[src/rtl/mbw_pkg.sv]
package mbw_pkg;
  localparam int ON_W  = 4;
  localparam int OFF_W = 5;
  localparam int CNT_W = 5;

  typedef enum logic [1:0] {
    ST_IDLE = 2'd0,
    ST_RUN  = 2'd1,
    ST_TAIL = 2'd2
  } seq_st_e;

  typedef struct packed {
    logic [ON_W-1:0]  cs_on;
    logic [OFF_W-1:0] cs_off;
    logic [ON_W-1:0]  adv_on;
    logic [OFF_W-1:0] adv_off;
    logic [ON_W-1:0]  we_on;
    logic [OFF_W-1:0] we_off;
    logic [ON_W-1:0]  oe_on;
    logic [ON_W-1:0]  oe_off;
    logic [ON_W-1:0]  data_on;
    logic [OFF_W-1:0] acc;
    logic [ON_W-1:0]  page;
    logic [OFF_W-1:0] cyc;
  } tim_t;
endpackage

[src/rtl/mbw_seq_core.sv]
module mbw_seq_core
  import mbw_pkg::*;
#(
  parameter int AW    = 27,
  parameter int LEN_W = 3
) (
  input  logic                 clk_i,
  input  logic                 rst_ni,
  input  logic                 start_i,
  input  logic [AW-1:0]        addr_i,
  input  logic [LEN_W-1:0]     blen_i,
  input  tim_t                 tim_i,
  input  logic                 wvalid_i,
  output logic                 busy_o,
  output logic                 act_o,
  output logic [CNT_W-1:0]     cnt_o,
  output logic                 frz_o,
  output logic                 ready_o,
  output logic                 fire_o,
  output logic                 stall_o,
  output logic                 done_o,
  output tim_t                 tim_o,
  output logic [AW-1:0]        addr_o
);
  localparam int REM_W = LEN_W + 1;

  seq_st_e          st_q;
  tim_t             tim_q;
  logic [AW-1:0]    addr_q;
  logic [CNT_W-1:0] cnt_q;
  logic [ON_W-1:0]  pg_q;
  logic [REM_W-1:0] rem_q;
  logic             frz_q;
  logic             done_q;

  logic             run;
  logic [ON_W-1:0]  page_eff;
  logic             last_pg;
  logic             at_acc;
  logic             at_end;
  logic [REM_W-1:0] rem_nx;

  assign run      = (st_q == ST_RUN);
  assign page_eff = (tim_q.page == '0) ? ON_W'(1) : tim_q.page;
  assign last_pg  = (pg_q == ON_W'(page_eff - ON_W'(1)));
  assign at_acc   = (cnt_q == tim_q.acc);
  assign at_end   = (cnt_q == CNT_W'(tim_q.cyc - CNT_W'(1)));

  // beat needed: first one at data-on, later ones at each page-period start
  assign ready_o = run && ((!frz_q && cnt_q == CNT_W'(tim_q.data_on)) ||
                           (frz_q && pg_q == '0));
  assign fire_o  = ready_o && wvalid_i;
  assign stall_o = ready_o && !wvalid_i;
  assign rem_nx  = fire_o ? REM_W'(rem_q - REM_W'(1)) : rem_q;

  always_ff @(posedge clk_i or negedge rst_ni) begin
    if (!rst_ni) begin
      st_q   <= ST_IDLE;
      tim_q  <= '0;
      addr_q <= '0;
      cnt_q  <= '0;
      pg_q   <= '0;
      rem_q  <= '0;
      frz_q  <= 1'b0;
      done_q <= 1'b0;
    end else begin
      done_q <= (st_q == ST_TAIL);
      unique case (st_q)
        ST_IDLE: begin
          if (start_i) begin
            st_q   <= ST_RUN;
            tim_q  <= tim_i;
            addr_q <= addr_i;
            cnt_q  <= '0;
            pg_q   <= '0;
            frz_q  <= 1'b0;
            rem_q  <= REM_W'({1'b0, blen_i}) + REM_W'(1);
          end
        end
        ST_RUN: begin
          if (!stall_o) begin
            rem_q <= rem_nx;
            if (!frz_q) begin
              if (at_acc && rem_q != '0) begin
                frz_q <= 1'b1;
                pg_q  <= '0;
              end else if (at_end) begin
                st_q <= ST_TAIL;
              end else begin
                cnt_q <= cnt_q + CNT_W'(1);
              end
            end else if (last_pg) begin
              pg_q <= '0;
              if (rem_nx == '0) begin
                frz_q <= 1'b0;
                if (at_end) st_q <= ST_TAIL;
                else        cnt_q <= cnt_q + CNT_W'(1);
              end
            end else begin
              pg_q <= pg_q + ON_W'(1);
            end
          end
        end
        ST_TAIL: st_q <= ST_IDLE;
        default: st_q <= ST_IDLE;
      endcase
    end
  end

  assign busy_o = (st_q != ST_IDLE);
  assign act_o  = run;
  assign cnt_o  = cnt_q;
  assign frz_o  = frz_q;
  assign done_o = done_q;
  assign tim_o  = tim_q;
  assign addr_o = addr_q;


  busy_addr_hold_chk: assert property (@(posedge clk_i) disable iff (!rst_ni)
    (busy_o && start_i) |=> $stable(addr_q));

endmodule

[src/rtl/mbw_strobe.sv]
module mbw_strobe
  import mbw_pkg::*;
(
  input  logic             clk_i,
  input  logic             rst_ni,
  input  logic             en_i,
  input  logic             act_i,
  input  logic [CNT_W-1:0] cnt_i,
  input  logic [CNT_W-1:0] on_i,
  input  logic [CNT_W-1:0] off_i,
  output logic             strb_n_o
);
  logic in_win;

  assign in_win = act_i && (cnt_i >= on_i) && (cnt_i < off_i);

  always_ff @(posedge clk_i or negedge rst_ni) begin
    if (!rst_ni)   strb_n_o <= 1'b1;
    else if (en_i) strb_n_o <= !in_win;
  end
endmodule

[src/rtl/mbw_bus_drv.sv]
module mbw_bus_drv
  import mbw_pkg::*;
#(
  parameter int AW = 27,
  parameter int DW = 16
) (
  input  logic             clk_i,
  input  logic             rst_ni,
  input  logic             en_i,
  input  logic             act_i,
  input  logic [CNT_W-1:0] cnt_i,
  input  logic [ON_W-1:0]  oe_off_i,
  input  logic [ON_W-1:0]  data_on_i,
  input  logic [AW-1:0]    addr_i,
  input  logic             fire_i,
  input  logic [DW-1:0]    wdata_i,
  input  logic [1:0]       wstrb_i,
  output logic [DW-1:0]    ad_o,
  output logic [1:0]       be_n_o,
  output logic             dir_o
);
  localparam int HI_W  = AW - DW;
  localparam int PAD_W = DW - HI_W;

  logic [DW-1:0] beat_q;
  logic [1:0]    bstrb_q;
  logic [DW-1:0] cur_w;
  logic [1:0]    cur_s;
  logic [DW-1:0] ad_nx;
  logic [1:0]    be_nx;

  assign cur_w = fire_i ? wdata_i : beat_q;
  assign cur_s = fire_i ? wstrb_i : bstrb_q;

  always_comb begin
    ad_nx = '0;
    be_nx = 2'b11;
    if (act_i) begin
      if (cnt_i < CNT_W'(oe_off_i)) begin
        ad_nx = {{PAD_W{1'b0}}, addr_i[AW-1:DW]};
      end else if (cnt_i < CNT_W'(data_on_i)) begin
        ad_nx = addr_i[DW-1:0];
      end else begin
        ad_nx = cur_w;
        be_nx = ~cur_s;
      end
    end
  end

  always_ff @(posedge clk_i or negedge rst_ni) begin
    if (!rst_ni) begin
      beat_q  <= '0;
      bstrb_q <= '0;
      ad_o    <= '0;
      be_n_o  <= 2'b11;
      dir_o   <= 1'b0;
    end else if (en_i) begin
      if (fire_i) begin
        beat_q  <= wdata_i;
        bstrb_q <= wstrb_i;
      end
      ad_o   <= ad_nx;
      be_n_o <= be_nx;
      dir_o  <= act_i;
    end
  end
endmodule

[src/rtl/aad_burst_wr.sv]
module aad_burst_wr
  import mbw_pkg::*;
#(
  parameter int AW    = 27,
  parameter int DW    = 16,
  parameter int LEN_W = 3
) (
  input  logic             clk_i,
  input  logic             rst_ni,
  input  logic             start_i,
  input  logic [AW-1:0]    addr_i,
  input  logic [LEN_W-1:0] blen_i,
  input  logic [3:0]       cs_on_i,
  input  logic [4:0]       cs_off_i,
  input  logic [3:0]       adv_on_i,
  input  logic [4:0]       adv_off_i,
  input  logic [3:0]       we_on_i,
  input  logic [4:0]       we_off_i,
  input  logic [3:0]       oe_on_i,
  input  logic [3:0]       oe_off_i,
  input  logic [3:0]       data_on_i,
  input  logic [4:0]       acc_time_i,
  input  logic [3:0]       page_time_i,
  input  logic [4:0]       cyc_time_i,
  input  logic [DW-1:0]    wdata_i,
  input  logic [1:0]       wstrb_i,
  input  logic             wvalid_i,
  output logic             wready_o,
  output logic             busy_o,
  output logic             cs_n_o,
  output logic             adv_n_o,
  output logic             we_n_o,
  output logic             oe_n_o,
  output logic [1:0]       be_n_o,
  output logic [DW-1:0]    ad_o,
  output logic             dir_o,
  output logic             done_o
);
  localparam int NSTB = 4;

  tim_t             tim_in;
  tim_t             tim;
  logic [AW-1:0]    addr_q;
  logic             act;
  logic [CNT_W-1:0] cnt;
  logic             frz;
  logic             fire;
  logic             stall;
  logic             en;
  logic [CNT_W-1:0] on_v  [NSTB];
  logic [CNT_W-1:0] off_v [NSTB];
  logic [NSTB-1:0]  sn;

  assign tim_in = '{cs_on: cs_on_i, cs_off: cs_off_i, adv_on: adv_on_i,
                    adv_off: adv_off_i, we_on: we_on_i, we_off: we_off_i,
                    oe_on: oe_on_i, oe_off: oe_off_i, data_on: data_on_i,
                    acc: acc_time_i, page: page_time_i, cyc: cyc_time_i};

  mbw_seq_core #(.AW(AW), .LEN_W(LEN_W)) u_core (
    .clk_i    (clk_i),
    .rst_ni   (rst_ni),
    .start_i  (start_i),
    .addr_i   (addr_i),
    .blen_i   (blen_i),
    .tim_i    (tim_in),
    .wvalid_i (wvalid_i),
    .busy_o   (busy_o),
    .act_o    (act),
    .cnt_o    (cnt),
    .frz_o    (frz),
    .ready_o  (wready_o),
    .fire_o   (fire),
    .stall_o  (stall),
    .done_o   (done_o),
    .tim_o    (tim),
    .addr_o   (addr_q)
  );

  assign en = !stall;

  // strobe order: cs, adv, we, oe
  assign on_v[0]  = CNT_W'(tim.cs_on);
  assign off_v[0] = tim.cs_off;
  assign on_v[1]  = CNT_W'(tim.adv_on);
  assign off_v[1] = tim.adv_off;
  assign on_v[2]  = CNT_W'(tim.we_on);
  assign off_v[2] = tim.we_off;
  assign on_v[3]  = CNT_W'(tim.oe_on);
  assign off_v[3] = CNT_W'(tim.oe_off);

  for (genvar g = 0; g < NSTB; g++) begin : g_stb
    mbw_strobe u_stb (
      .clk_i    (clk_i),
      .rst_ni   (rst_ni),
      .en_i     (en),
      .act_i    (act),
      .cnt_i    (cnt),
      .on_i     (on_v[g]),
      .off_i    (off_v[g]),
      .strb_n_o (sn[g])
    );
  end

  assign cs_n_o  = sn[0];
  assign adv_n_o = sn[1];
  assign we_n_o  = sn[2];
  assign oe_n_o  = sn[3];

  mbw_bus_drv #(.AW(AW), .DW(DW)) u_bus (
    .clk_i     (clk_i),
    .rst_ni    (rst_ni),
    .en_i      (en),
    .act_i     (act),
    .cnt_i     (cnt),
    .oe_off_i  (tim.oe_off),
    .data_on_i (tim.data_on),
    .addr_i    (addr_q),
    .fire_i    (fire),
    .wdata_i   (wdata_i),
    .wstrb_i   (wstrb_i),
    .ad_o      (ad_o),
    .be_n_o    (be_n_o),
    .dir_o     (dir_o)
  );


  frozen_strobe_chk: assert property (@(posedge clk_i) disable iff (!rst_ni)
    (frz && $past(frz)) |=> $stable({cs_n_o, adv_n_o, we_n_o, oe_n_o}));


  done_idle_chk: assert property (@(posedge clk_i) disable iff (!rst_ni)
    done_o |-> (cs_n_o && adv_n_o && we_n_o && oe_n_o && !dir_o));


  done_pulse_chk: assert property (@(posedge clk_i) disable iff (!rst_ni)
    done_o |=> !done_o);


  cs_dir_chk: assert property (@(posedge clk_i) disable iff (!rst_ni)
    !cs_n_o |-> dir_o);


  ready_busy_chk: assert property (@(posedge clk_i) disable iff (!rst_ni)
    wready_o |-> busy_o);

endmodule

[config.mk]
export PLATFORM = sky130hd
export DESIGN_NAME = aad_burst_wr
export DESIGN_NICKNAME = d
export VERILOG_FILES = /design/src/rtl/mbw_pkg.sv /design/src/rtl/mbw_seq_core.sv /design/src/rtl/mbw_strobe.sv /design/src/rtl/mbw_bus_drv.sv /design/src/rtl/aad_burst_wr.sv
export SDC_FILE = /design/constraint.sdc
export NUM_CORES = 1
export LEC_CHECK = 0
export ABC_AREA = 1
export BUFFER_PORTS_ARGS = -buffer_cell sky130_fd_sc_hd__buf_2
export CAP_MARGIN = 0
export CORE_ASPECT_RATIO = 1.2
export CORE_MARGIN = 1.5
export CORE_UTILIZATION = 35
export DETAILED_ROUTE_END_ITERATION = 10
export GPL_ROUTABILITY_DRIVEN = 0
export RECOVER_POWER = 25
export SLEW_MARGIN = 15
export SYNTH_ARGS = -nofsm -noshare
export SYNTH_HDL_FRONTEND = slang
export SYNTH_SLANG_ARGS = --single-unit
[constraint.sdc]
create_clock -name clk_i -period 2.2 [get_ports clk_i]
set_input_delay 0.44 -clock clk_i [delete_from_list [all_inputs] [get_ports clk_i]]
set_output_delay 0.44 -clock clk_i [all_outputs]
set_load 0.01 [all_outputs]
==> flow_summary_export.csv, run 1 <==
group,metric,value,unit
setup_path,rr_worst_depth,12,
setup_path,path_max_fanout,11,
setup_path,crit_start,"u_core.cnt_o[1]",
sta,slew_headroom,0.1475,
yosys,synth-xor-area-share,0.01987,
global_route,grt_overflow,0,
global_route,grt_first_pass_wirelength,29.41,mm
global_route,grt_max_degree,119,
drt,vias,5920,
yosys,synth_top_area_frac,0.4684,
cells_and_area,drive_gt1_frac,0.2397,
yosys,synth_top_family_by_area,"simple AND/OR/NAND/NOR gates",
yosys,yosysUniqueCellTypes,33,
yosys,synth_seq_cells,138,
global_route,antenna_found_initial,0,
power,power.density,1380,nW/um^2
flow_run,drv_cap,0,
clock_tree,worstSkewPairLatency,0.43,ns
yosys,yosys.area_share.simple,0.2330,
global_route,grt_usage,0.1797,
die,die_y,158.5,microns
sta,skew,0.008562,ns
sta,setup_violations,0,
setup_path,worstSetupEndpoint,"u_bus.ad_o[1]",
sta,maxSlewViolCount,0,
setup_path,r2r-start,"u_core.cnt_o[1]",
yosys,avgSynthCellArea,8.238,sq um
die,die_x,132.6,microns
yosys,yosys_warnings,0,
setup_path,rrSetupSlack,0.07,ns
yosys,synthMuxAreaShare,0,
yosys,synth_top_area_cell,"dfrtp_1",
drt,postRouteAntennaNets,0,
cells_and_area,utilization,0.4561,
sta,fin_crit,2.132,ns
placed_design,place_inst,1240,
power,p_leak,4.674,nW
drt,routedWlPerCell,14.07,microns
yosys,synth-main-ff-cell,"dfrtp_1",
yosys,synth_common_cells,"275 x nand2_1, 132 x dfrtp_1, 97 x inv_1, 95 x o21ai_0, 47 x nor2_1",
drt,drt-pass1-iter-count,4,
yosys,syn-num-nets,1003,
clock_tree,cts_sinks,138,
die,ios,131,
worst_hold_path,hold_path.class,"in -> reg",
sta,worst_slew_pin_slew,1.279,ns
setup_path,arrival,2.44,ns
yosys,ys_async_sr_fraction,1.000,
die,initial_core_util,0.3594,
clock_tree,cts_buffers,17,
yosys,synth.cell_area,7052,sq um
drt,via_per_inst,4.614,
placed_design,post-dp-hpwl,12.78,mm
cells_and_area,syn_to_final_growth,26.90,%
setup_path,cp-end-kind,"flip-flop",
cells_and_area,layout.nets,1156,
drt,drt-total-wl,18.05,mm
setup_path,path_class,"reg -> reg",
yosys,synth_area_leaders,"dfrtp_1 47%, nand2_1 15%, ha_1 7.5%, o21ai_0 6.7%, inv_1 5.2%",
power,ir_worst_vdd,618.5,uV
die,coreArea,19620,sq um
clock_tree,clkTransAtPathRegs,0.06,ns
sta,rsz0062_at_grt,"true",
yosys,synth_compound_area_frac,0.1056,
die,die-area,21010,sq um
sta,max_freq,469.0,MHz
clock_tree,cts_tree,"yes",
cells_and_area,stdcell_count,1283,
global_route,grt_pass1_vias,5831,
yosys,synth_edf_count,0,
drt,drtIter0Drc,297,
drt,drc_errors,0,
placed_design,port-buffer-count,130,
sta,tns,0,ns
setup_path,startpoint_type,"flip-flop",
clock_tree,clock-root-buffer,"clkbuf_16",
setup_path,crit_required,2.50,ns
clock_tree,htreeDepth,4,
setup_path,worstReg2RegEnd,"u_bus.ad_o[1]",
yosys,syn_inst,856,
sta,period_share,0.9692,
sta,finalHoldViolations,0,
cells_and_area,n_antenna_cell,0,
run_status,status,"completed",
clock_tree,cts_max_path_buffers,2,
yosys,yosysSeqAreaShare,0.4908,
yosys,synth_most_common_cell,"nand2_1",
die,rows,56,
yosys,synth-adder-area-share,0.07452,
logic make-up (layout without fill, tap and decap cells):
family	count (synthesis)	in the layout
AO/OA/AOI/OAI	138	138
XOR/XNOR	16	16
AND/OR/NAND/NOR	390	390
adder cells (fa/ha/maj)	42	42
flip-flops	138	138
buffers and inverters	132	298
report_power, final:
group          switching (mW)  total [mW]  internal, mW
Sequential              0.470        4.10          3.63
Clock                    1.11        3.03          1.92
Combinational            3.22        5.23          2.01
Total                    4.79        12.4          7.56
metrics by stage:
step	power [mW]	instance area, sq um	setup slack [ns]	hold slack, ns
detailed placement	9.058	8099	0.06854	0.4201
global placement	8.939	8099	0.1482	0.4190
finish	12.35	8949	0.06784	0.2117
CTS	12.24	8787	0.007676	0.1921
floorplan	7.521	7052	0.1694	0.1444
global route	13.45	8949	-0.009818	0.2140
metal layers:
| metal | up-vias | part of all wire | GRT usage |
|---|---|---|---|
| li1 | 3023 | - | - |
| met1 | 2745 | 0.47 | 0.2308 |
| met2 | 135 | 0.48 | 0.3052 |
| met3 | 17 | 0.040 | 0.03470 |
| met4 | 0 | 0.015 | 0.06122 |
| met5 | - | 0 | 0 |
repair_timing:
action | CTS | global route
pin swaps | 1 | 14
hold buffers | 1 | 0
endpoints found under the setup margin | 1 | 23
gates resized for setup | 3 | 26
hold endpoints to repair | 42 | 0
cloned | 1 | 0
buffers inserted | 2 | 7
worst min-delay path by stage:
stage | start | end | slack (ns) | depth (start not counted)
after floorplan | rst_ni | u_bus.ad_o[0] | 0.14 | 0
after global placement | rst_ni | u_core.tim_o[2] | 0.42 | 1
after detailed placement | rst_ni | u_core.tim_o[2] | 0.42 | 1
after CTS | oe_on_i[0] | u_core.tim_o[22] | 0.19 | 3
after global routing | addr_i[23] | u_core.addr_o[23] | 0.21 | 3
final | we_off_i[0] | u_core.tim_o[26] | 0.21 | 3
flip-flops by register name (all words and copies together) (netlist names):
signal                count
u_bus.bstrb_q             2
u_bus.ad_o               16
u_bus.be_n_o              2
u_bus.dir_o               1
u_core.done_o             1
u_bus.beat_q             16
u_core.st_q               2
u_core.tim_o             53
g_stb.u_stb.strb_n_o      4
u_core.addr_o            27
u_core.rem_q              4
u_core.cnt_o              5
u_core.pg_q               4
u_core.frz_o              1
worst max-delay path: stages, from the launching register on:
cell and delay (ns):
dfrtp_1 0.40, ha_1 0.31, nand2_2 0.09, nor2_4 0.04
nand2_2 0.07, nand2_4 0.06, buf_6 0.14, buf_4 0.14
bufbuf_16 0.27, nand3_1 0.07, nand2_1 0.09, o211ai_1 0.26
nand2_1 0.09
layout by cell type (no fill, tap or decap), types with 2 or more instances in the layout:
master	netlist	final
nand2_1	275	263
o211ai_1	9	9
buf_6	3	2
a21o_1	3	3
nor2_1	47	45
xnor2_1	4	4
buf_4	3	27
buf_12	0	5
inv_1	97	97
nand2_8	1	2
nand2_4	6	6
ha_1	42	39
a31oi_1	6	6
clkinv_2	0	4
ha_4	0	2
o21ai_0	95	95
nor3_1	3	3
nor2_4	2	5
dfstp_2	6	6
or2_2	2	2
a22oi_1	3	3
nand2_2	5	16
xor2_1	12	12
nor2_2	4	3
a21oi_1	19	19
dfrtp_1	132	131
clkbuf_16	0	17
bufinv_16	0	4
nand3_1	42	41
inv_2	4	4
clkinvlp_4	0	3
buf_2	7	128
clkbuf_1	18	2
cell type report:
cell class | count | area (sq um)
inverter | 101 | 379.1
multi-input combinational | 586 | 3149
timing repair buffer | 165 | 1013
fill | 2008 | 10670
tap | 261 | 326.6
clock buffer | 20 | 446.7
clock inverter | 12 | 171.4
sequential | 138 | 3462
No activity file was read; power rests on OpenSTA's default activity.
==> run 2: changes to the inputs <==
--- a/config.mk
+++ b/config.mk
@@ -9,7 +9,7 @@
 export BUFFER_PORTS_ARGS = -buffer_cell sky130_fd_sc_hd__buf_2
 export CAP_MARGIN = 0
 export CORE_ASPECT_RATIO = 1.2
-export CORE_MARGIN = 1.5
+export CORE_MARGIN = 2
 export CORE_UTILIZATION = 35
 export DETAILED_ROUTE_END_ITERATION = 10
 export GPL_ROUTABILITY_DRIVEN = 0
==> flow_summary_export.csv, run 2 (synthesis gave the netlist of run 1 again) <==
group,metric,value,unit
cells_and_area,fillers,1923,
global_route,grt_pass1_vias,5851,
sta,fin_crit,2.124,ns
sta,worst_slack,0.07590,ns
global_route,grt_max_degree,77,
clock_tree,cts_sinks,138,
power,p_leak,4.731,nW
cells_and_area,largest_register_ffs,53,
sta,slew_headroom,0.2637,
worst_hold_path,hold_path.class,"in -> reg",
setup_path,crit_required,1.76,ns
die,coreArea,19690,sq um
clock_tree,htreeDepth,4,
sta,rsz0062_at_grt,"true",
drt,drc_errors,0,
placed_design,post-dp-hpwl,12.82,mm
clock_tree,cts_max_path_buffers,2,
drt,routedWlPerCell,13.86,microns
clock_tree,cts_buffers,17,
drt,via_per_inst,4.619,
cells_and_area,final_common_cell,"nand2_1",
setup_path,arrival,1.68,ns
sta,finalHoldViolations,0,
sta,setup_violations,0,
sta,tns,0,ns
cells_and_area,n_antenna_cell,0,
global_route,antenna_found_initial,0,
sta,maxSlewViolCount,0,
flow_run,drv_cap,0,
setup_path,startpoint_type,"flip-flop",
placed_design,port-buffer-count,130,
cells_and_area,drive_gt1_frac,0.2408,
placed_design,place_ws,0.07644,ns
clock_tree,worstSkewPairLatency,0.42,ns
drt,vias,5982,
sta,worst_slew_pin_slew,1.104,ns
drt,drt-pass1-iter-count,7,
die,die_y,159.5,microns
die,rows,56,
die,die-area,21300,sq um
global_route,grt_usage,0.1723,
setup_path,cp-end-kind,"primary output",
drt,postRouteAntennaNets,0,
cells_and_area,syn_to_final_growth,27.64,%
clock_tree,clkTransAtPathRegs,0.06,ns
setup_path,path_max_fanout,5,
die,die_x,133.6,microns
sta,max_freq,470.8,MHz
setup_path,path_class,"reg -> out",
die,initial_core_util,0.3582,
sta,skew,0.006198,ns
global_route,grt_first_pass_wirelength,29.00,mm
run_status,status,"completed",
die,ios,131,
power,p_total,12.59,mW
global_route,grt_overflow,0,
cells_and_area,layout.nets,1168,
power,ir_worst_vdd,698.4,uV
cells_and_area,layout_common_cells,"272 x nand2_1, 132 x dfrtp_1, 128 x buf_2",
drt,drtIter0Drc,256,
sta,period_share,0.9655,
clock_tree,clock-root-buffer,"clkbuf_16",
drt,drt-total-wl,17.95,mm
power,power.density,1399,nW/um^2
clock_tree,cts_tree,"yes",
[run 2: cell count changes in the layout (fill, tap and decap cells not counted), moves of 3 or more]
| cell | before | now |
|---|---|---|
| buf_4 | 27 | 39 |
| clkinv_2 | 4 | 0 |
| inv_1 | 97 | 94 |
| inv_6 | 1 | 4 |
| nand2_1 | 263 | 272 |
| nand2_2 | 16 | 8 |
| nor2_2 | 3 | 6 |
[run 2: worst max-delay path: stages (launching register included)]
cell,delay [ns]
dfrtp_1,0.38
ha_1,0.29
nand2_1,0.06
nor2_2,0.14
nand2_2,0.08
nand2_4,0.10
buf_12,0.12
buf_6,0.09
[run 2: stage by stage]
stage	instance area [sq um]	util	hold slack (ns)	std cells
after floorplan	7052	-	0.1444	856
after global placement	8099	0.4114	0.4040	1240
after detailed placement	8099	0.4114	0.4076	1240
after CTS	8841	0.4490	0.1940	1279
after global routing	9001	0.4572	0.2149	1295
final	9001	0.4572	0.2133	1295
[run 2: area by class of cell]
class | instances | area, sq um | share of cell area
Clock inverter | 12 | 209.0 | 0.02321
Multi-Input combinational cell | 586 | 3097 | 0.3440
Clock buffer | 20 | 446.7 | 0.04962
Timing Repair Buffer | 177 | 1079 | 0.1198
Sequential cell | 138 | 3461 | 0.3845
Tap cell | 261 | 326.6 | 0.03628
Inverter | 101 | 382.9 | 0.04254
[run 2: worst paths after layout]
check | to | from | cells after the start | slack (ns)
worst max-delay path | wready_o | u_core.cnt_o[2] | 7 | 0.08
worst min-delay path | u_core.tim_o[31] | we_on_i[0] | 3 | 0.21
worst max register to register | u_core.cnt_o[0] | u_core.cnt_o[2] | 14 | 0.15
worst min register to register | u_bus.beat_q[12] | u_bus.beat_q[12] | 2 | 0.46
max in group asynchronous | u_bus.be_n_o[0] | rst_ni | 3 | 0.39
min in group asynchronous | u_core.tim_o[11] | rst_ni | 2 | 0.77
[run 2: what timing repair did]
item / CTS / global route
pin swaps: 3 / 10
gates cloned: 0 / 1
endpoints found under the setup margin: 1 / 25
hold buffers: 1 / 0
gates resized for setup: 4 / 15
setup buffers: 6 / 15
endpoints found under the hold margin: 41 / 0
[run 2: report_power, final]
group          internal (mW)  switching, mW
Clock                   2.06           1.12
Sequential              3.62          0.457
Combinational           2.10           3.23
[run 2: layer usage]
layer,global-route usage,part of all wire
met5,0,0
met4,0.05513,0.015
met3,0.03056,0.035
met2,0.2856,0.48
met1,0.2286,0.47
